==> src/rtl/olm_pkg.sv <==
package olm_pkg;
  typedef enum logic [1:0] {
    ST_DARK   = 2'd0,
    ST_SETTLE = 2'd1,
    ST_LIT    = 2'd2
  } olm_state_t;
endpackage

==> src/rtl/olm_level_filter.sv <==
module olm_level_filter #(
  parameter int unsigned RISE_CNT = 8,
  parameter int unsigned FALL_CNT = 16
) (
  input  logic clk,
  input  logic rst,
  input  logic lvl_in,
  output logic lvl_good
);
  localparam int unsigned CW = $clog2(FALL_CNT + 1);
  localparam logic [CW-1:0] RISE_LAST = CW'(RISE_CNT - 1);
  localparam logic [CW-1:0] FALL_LAST = CW'(FALL_CNT - 1);

  logic [CW-1:0] run;

  always_ff @(posedge clk) begin
    if (rst) begin
      run      <= '0;
      lvl_good <= 1'b0;
    end else if (lvl_in != lvl_good) begin
      if ((lvl_good && run == FALL_LAST) || (!lvl_good && run == RISE_LAST)) begin
        lvl_good <= lvl_in;
        run      <= '0;
      end else begin
        run <= run + 1'b1;
      end
    end else begin
      run <= '0;
    end
  end
endmodule

==> src/rtl/olm_edge_tracker.sv <==
module olm_edge_tracker #(
  parameter int unsigned GAP_MAX  = 300,
  parameter int unsigned BUSY_GAP = 20
) (
  input  logic clk,
  input  logic rst,
  input  logic rx_in,
  output logic trans_ok,
  output logic data_busy
);
  localparam int unsigned GW = $clog2(GAP_MAX + 1);
  localparam logic [GW-1:0] GAP_TOP = GW'(GAP_MAX);
  localparam logic [GW-1:0] BUSY_LIM = GW'(BUSY_GAP);

  logic          rx_q;
  logic [GW-1:0] gap;
  logic          edge_seen;

  assign edge_seen = rx_in ^ rx_q;
  assign trans_ok  = (gap < GAP_TOP);

  always_ff @(posedge clk) begin
    if (rst) begin
      rx_q      <= 1'b0;
      gap       <= GAP_TOP;
      data_busy <= 1'b0;
    end else begin
      rx_q <= rx_in;
      if (edge_seen) begin
        gap       <= '0;
        data_busy <= (gap < BUSY_LIM);
      end else begin
        if (gap != GAP_TOP) gap <= gap + 1'b1;
        if (gap >= BUSY_LIM) data_busy <= 1'b0;
      end
    end
  end
endmodule

==> src/rtl/olm_link_fsm.sv <==
module olm_link_fsm
  import olm_pkg::*;
#(
  parameter int unsigned SETTLE_CYC = 20
) (
  input  logic clk,
  input  logic rst,
  input  logic good,
  input  logic busy,
  output logic light_ok_n,
  output logic fiber_tx_en,
  output logic copper_tx_en
);
  localparam int unsigned SW = $clog2(SETTLE_CYC + 1);
  localparam logic [SW-1:0] SETTLE_LAST = SW'(SETTLE_CYC - 1);

  olm_state_t    state, nxt;
  logic [SW-1:0] scnt;

  always_comb begin
    nxt = state;
    unique case (state)
      ST_DARK:   if (good) nxt = ST_SETTLE;
      ST_SETTLE: begin
        if (!good) nxt = ST_DARK;
        else if (scnt == SETTLE_LAST && !busy) nxt = ST_LIT;
      end
      ST_LIT:    if (!good) nxt = ST_DARK;
      default:   nxt = ST_DARK;
    endcase
  end

  always_ff @(posedge clk) begin
    if (rst) begin
      state        <= ST_DARK;
      scnt         <= '0;
      light_ok_n   <= 1'b1;
      fiber_tx_en  <= 1'b0;
      copper_tx_en <= 1'b0;
    end else begin
      state        <= nxt;
      light_ok_n   <= (nxt != ST_LIT);
      fiber_tx_en  <= (nxt == ST_LIT);
      copper_tx_en <= (nxt == ST_LIT);
      if (state != ST_SETTLE) scnt <= '0;
      else if (scnt != SETTLE_LAST) scnt <= scnt + 1'b1;
    end
  end
endmodule

==> src/rtl/olm_link_qualifier.sv <==
module olm_link_qualifier #(
  parameter int unsigned TRANS_GAP  = 300,
  parameter int unsigned DATA_GAP   = 20,
  parameter int unsigned ON_QUAL    = 5000,
  parameter int unsigned SETTLE_CYC = 50000000
) (
  input  logic clk,
  input  logic rst,
  input  logic lvl_above,
  input  logic rx_slice,
  output logic light_ok_n,
  output logic fiber_tx_en,
  output logic copper_tx_en
);
  localparam int unsigned OFF_QUAL = 2 * ON_QUAL;

  logic lvl_good;
  logic trans_ok;
  logic busy;

  olm_level_filter #(.RISE_CNT(ON_QUAL), .FALL_CNT(OFF_QUAL)) u_lvl (
    .clk(clk), .rst(rst), .lvl_in(lvl_above), .lvl_good(lvl_good)
  );

  olm_edge_tracker #(.GAP_MAX(TRANS_GAP), .BUSY_GAP(DATA_GAP)) u_edge (
    .clk(clk), .rst(rst), .rx_in(rx_slice), .trans_ok(trans_ok), .data_busy(busy)
  );

  olm_link_fsm #(.SETTLE_CYC(SETTLE_CYC)) u_fsm (
    .clk(clk), .rst(rst), .good(lvl_good && trans_ok), .busy(busy),
    .light_ok_n(light_ok_n), .fiber_tx_en(fiber_tx_en), .copper_tx_en(copper_tx_en)
  );
endmodule

==> config.mk <==
export PLATFORM = sky130hd
export DESIGN_NAME = olm_link_qualifier
export DESIGN_NICKNAME = d
export VERILOG_FILES = /design/src/rtl/olm_pkg.sv /design/src/rtl/olm_level_filter.sv /design/src/rtl/olm_edge_tracker.sv /design/src/rtl/olm_link_fsm.sv /design/src/rtl/olm_link_qualifier.sv
export SDC_FILE = /design/constraint.sdc
export NUM_CORES = 1
export LEC_CHECK = 0
export ABC_AREA = 0
export BUFFER_PORTS_ARGS = -buffer_cell sky130_fd_sc_hd__buf_2
export CAP_MARGIN = 0
export CORE_ASPECT_RATIO = 0.75
export CORE_MARGIN = 2
export CORE_UTILIZATION = 50
export DETAILED_ROUTE_END_ITERATION = 7
export GPL_ROUTABILITY_DRIVEN = 0
export PLACE_DENSITY = 0.74
export SLEW_MARGIN = 40
export SYNTH_ARGS = -nofsm -noshare
export SYNTH_HDL_FRONTEND = slang
export SYNTH_SLANG_ARGS = --single-unit
==> constraint.sdc <==
create_clock -name clk -period 2.4 [get_ports clk]
set_input_delay 0.12 -clock clk [delete_from_list [all_inputs] [get_ports clk]]
set_output_delay 0.12 -clock clk [all_outputs]
set_load 0.005 [all_outputs]
==> impl_metrics.yaml <==
finish:
  drive_gt1_frac: 0.0870
  n_fill_cell: 453
  seq_area_um2: 1120
  area_growth_pct: 6.52
  fin_nets: 306
  n_antenna_cell: 0
  multi_input_area_um2: 1400
logic_synthesis:
  ys.flop_type: "dfxtp_1"
  synthArstFlopShare: 0
  synth-edff-count: 0
  yosysWarnings: 0
  synthTopCellsByCount: "dfxtp_1, nor2_1, xor2_1"
  synth_top_cell_area_share: 0.433
  synth_top_area_cell: "dfxtp_1"
  syn_avg_cell_area_um2: 8.90
  ys_types: 46
  yosysSeqAreaShare: 0.433
  synth.most_common_cell: "dfxtp_1"
  syn-cell-area_um2: 2590
  syn_inst: 291
  ys_ff_latch: 56
  synth.area.top_cells: "dfxtp_1, xor2_1, nor2_1, nand3_1, nand2_1"
  syn-num-nets: 299
worst_setup_path:
  critPathRequiredTime_ns: 2.60
  crit_path_start_kind: "flop"
  cpMaxStageDelayCell: "dfxtp_1"
  worstPathMaxFanout: 14
  critPathBufInv: 1
  slowest_delay_ns: 0.41
  rr_startpoint: "u_lvl.run[0]"
  endpoint_kind: "flop"
  path_cells: "ha_1 > nand2b_1 > nor4_1 > and3_1 > a2bb2oi_1 > buf_4 > nor2_1"
  crit_arrival_ns: 1.97
  crit_start: "u_lvl.run[0]"
  crit_family: "simple AND/OR/NAND/NOR gates"
  worst-setup-path-type: "reg2reg"
clocking:
  cts_setup_buffers: 0
  clkSinkCount: 56
  tritoncts: "done"
  htree_levels: 2
  clk_pin_slew_ns: 0.09
  cts_buffer_depth: 2
  root_buffer: "clkbuf_8"
  cts-resized-gates: 0
  insertion_delay_ns: 0.30
  ctsHoldBuffers: 0
  cts_buffers: 5
outcome:
  status: "finished clean"
floorplan:
  start_util: 0.523
  die_y_um: 66.3
  coreArea_um2: 4950
  die_x_um: 87.1
  dieArea_um2: 5780
  row_count: 22
  pin_count: 7
global_routing:
  antenna_found_initial: 0
  grt_max_degree: 26
  gr-total-overflow: 0
  grt_pass1_vias: 1693
  grt_pass1_wl_um: 7570
  track_usage: 0.163
timing:
  rsz0062_at_grt: "false"
  setup_viol: 0
  fin_crit_ns: 1.77
  maxSlewViolCount: 0
  fmax_ghz: 0.564
  fin_crit_sh: 0.738
  tns_ns: 0
  finalHoldViolations: 0
  slew_headroom: 0.619
  worstMarginPinSlew_ns: 0.568
  skew_ns: 0.0106
detailed_routing:
  avgViaCountPerCell: 5.40
  firstDrtPassIters: 5
  vias: 1939
  finalWirelength_um: 4320
  drt_iter0_drc: 68
  routedWlPerCell_um: 12.0
  route.detailed.drc: 0
  drtAntennaViolNets: 0
min_path:
  min_path_type: "in2reg"
  hp-start: "rx_slice"
power_and_ir_drop:
  power_density_nw_per_um2: 580
  peakVddDrop_mv: 0.303
  power.total_w: 0.00160
  power_leakage_nw: 1.01
run:
  cap_violations: 0
placed_design:
  dp_hpwl_um: 3030
  io_buffer_count: 6
flip-flops by register name (all words and copies together), names as in the netlist:
signal / flops
u_edge.gap: 9
u_edge.rx_q: 1
u_lvl.run: 14
u_lvl.lvl_good: 1
u_fsm.scnt: 26
u_fsm.state: 2
u_edge.data_busy: 1
u_fsm.light_ok_n: 1
u_fsm.fiber_tx_en: 1
logic make-up (layout without fill, tap and decap cells):
family | count (synthesis) | after routing | share of synthesized area
AOI/OAI and AO/OA | 33 | 33 | 0.0802
xor gates and xnor gates | 36 | 36 | 0.122
adders and majority gates | 4 | 4 | 0.0193
buffers and inverters | 12 | 20 | 0.0285
DFF | 56 | 56 | 0.433
muxes | 1 | 1 | 0.00386
and+or+nand+nor | 149 | 149 | 0.314
final timing paths:
check                endpoint  slack (ns)  depth (start not counted)
min reg2reg  u_edge.data_busy        0.49                          2
max             u_lvl.run[11]        0.63                          7
max reg2reg     u_lvl.run[11]        0.63                          7
min               u_edge.rx_q        0.06                          2
layer usage:
metal	track usage	vias to the layer above	wire, µm
li1	-	1017	-
met4	0.0442	0	19
met5	0	-	0
met1	0.236	899	2420
met2	0.238	21	1740
met3	0.0437	2	138
through the flow:
step	instance area [µm²]	setup WS, ns	utilization	instances	hold WS, ns
final	2760	0.628	0.557	359	0.0625
after global routing	2760	0.446	0.557	359	0.0713
after CTS	2760	0.610	0.557	359	0.0554
after detailed placement	2650	0.640	0.535	351	0.372
after global placement	2650	0.680	0.535	351	0.358
after floorplan	2590	0.639	-	291	0.248
cell type report:
type                       instances  share of cell area
multi-input combinational        223               0.506
sequential                        56               0.406
tap                               60              0.0272
clock buffer                       6              0.0263
timing repair buffer               8              0.0163
clock inverter                     2              0.0127
inverter                           4             0.00544
cell usage in the layout, fill, tap and decap left out, types with 2 or more instances in the layout:
cell / instances
dfxtp_1: 56
nor2_1: 47
xor2_1: 30
nand2_1: 23
nand3_1: 19
and3_1: 10
o21ai_0: 10
nand4_1: 9
a21oi_1: 9
and2_1: 6
xnor2_1: 6
buf_2: 6
clkbuf_8: 5
inv_1: 4
nor2b_1: 4
nor3_1: 4
o21bai_1: 4
ha_1: 4
nor3b_1: 3
nor4b_1: 3
or3_1: 3
or3_2: 3
nand2b_1: 2
nor4_1: 2
nand4_4: 2
a32o_1: 2
or2_2: 2
buf_4: 2
power breakdown:
group / internal, W / switching (W) / leakage (nW) / total, W
Sequential: 0.000941 / 0.0000146 / 0.453 / 0.000955
Clock: 0.000310 / 0.000289 / 0.0552 / 0.000599
Combinational: 0.0000211 / 0.0000258 / 0.505 / 0.0000468
(Power assumes the default switching activity.)
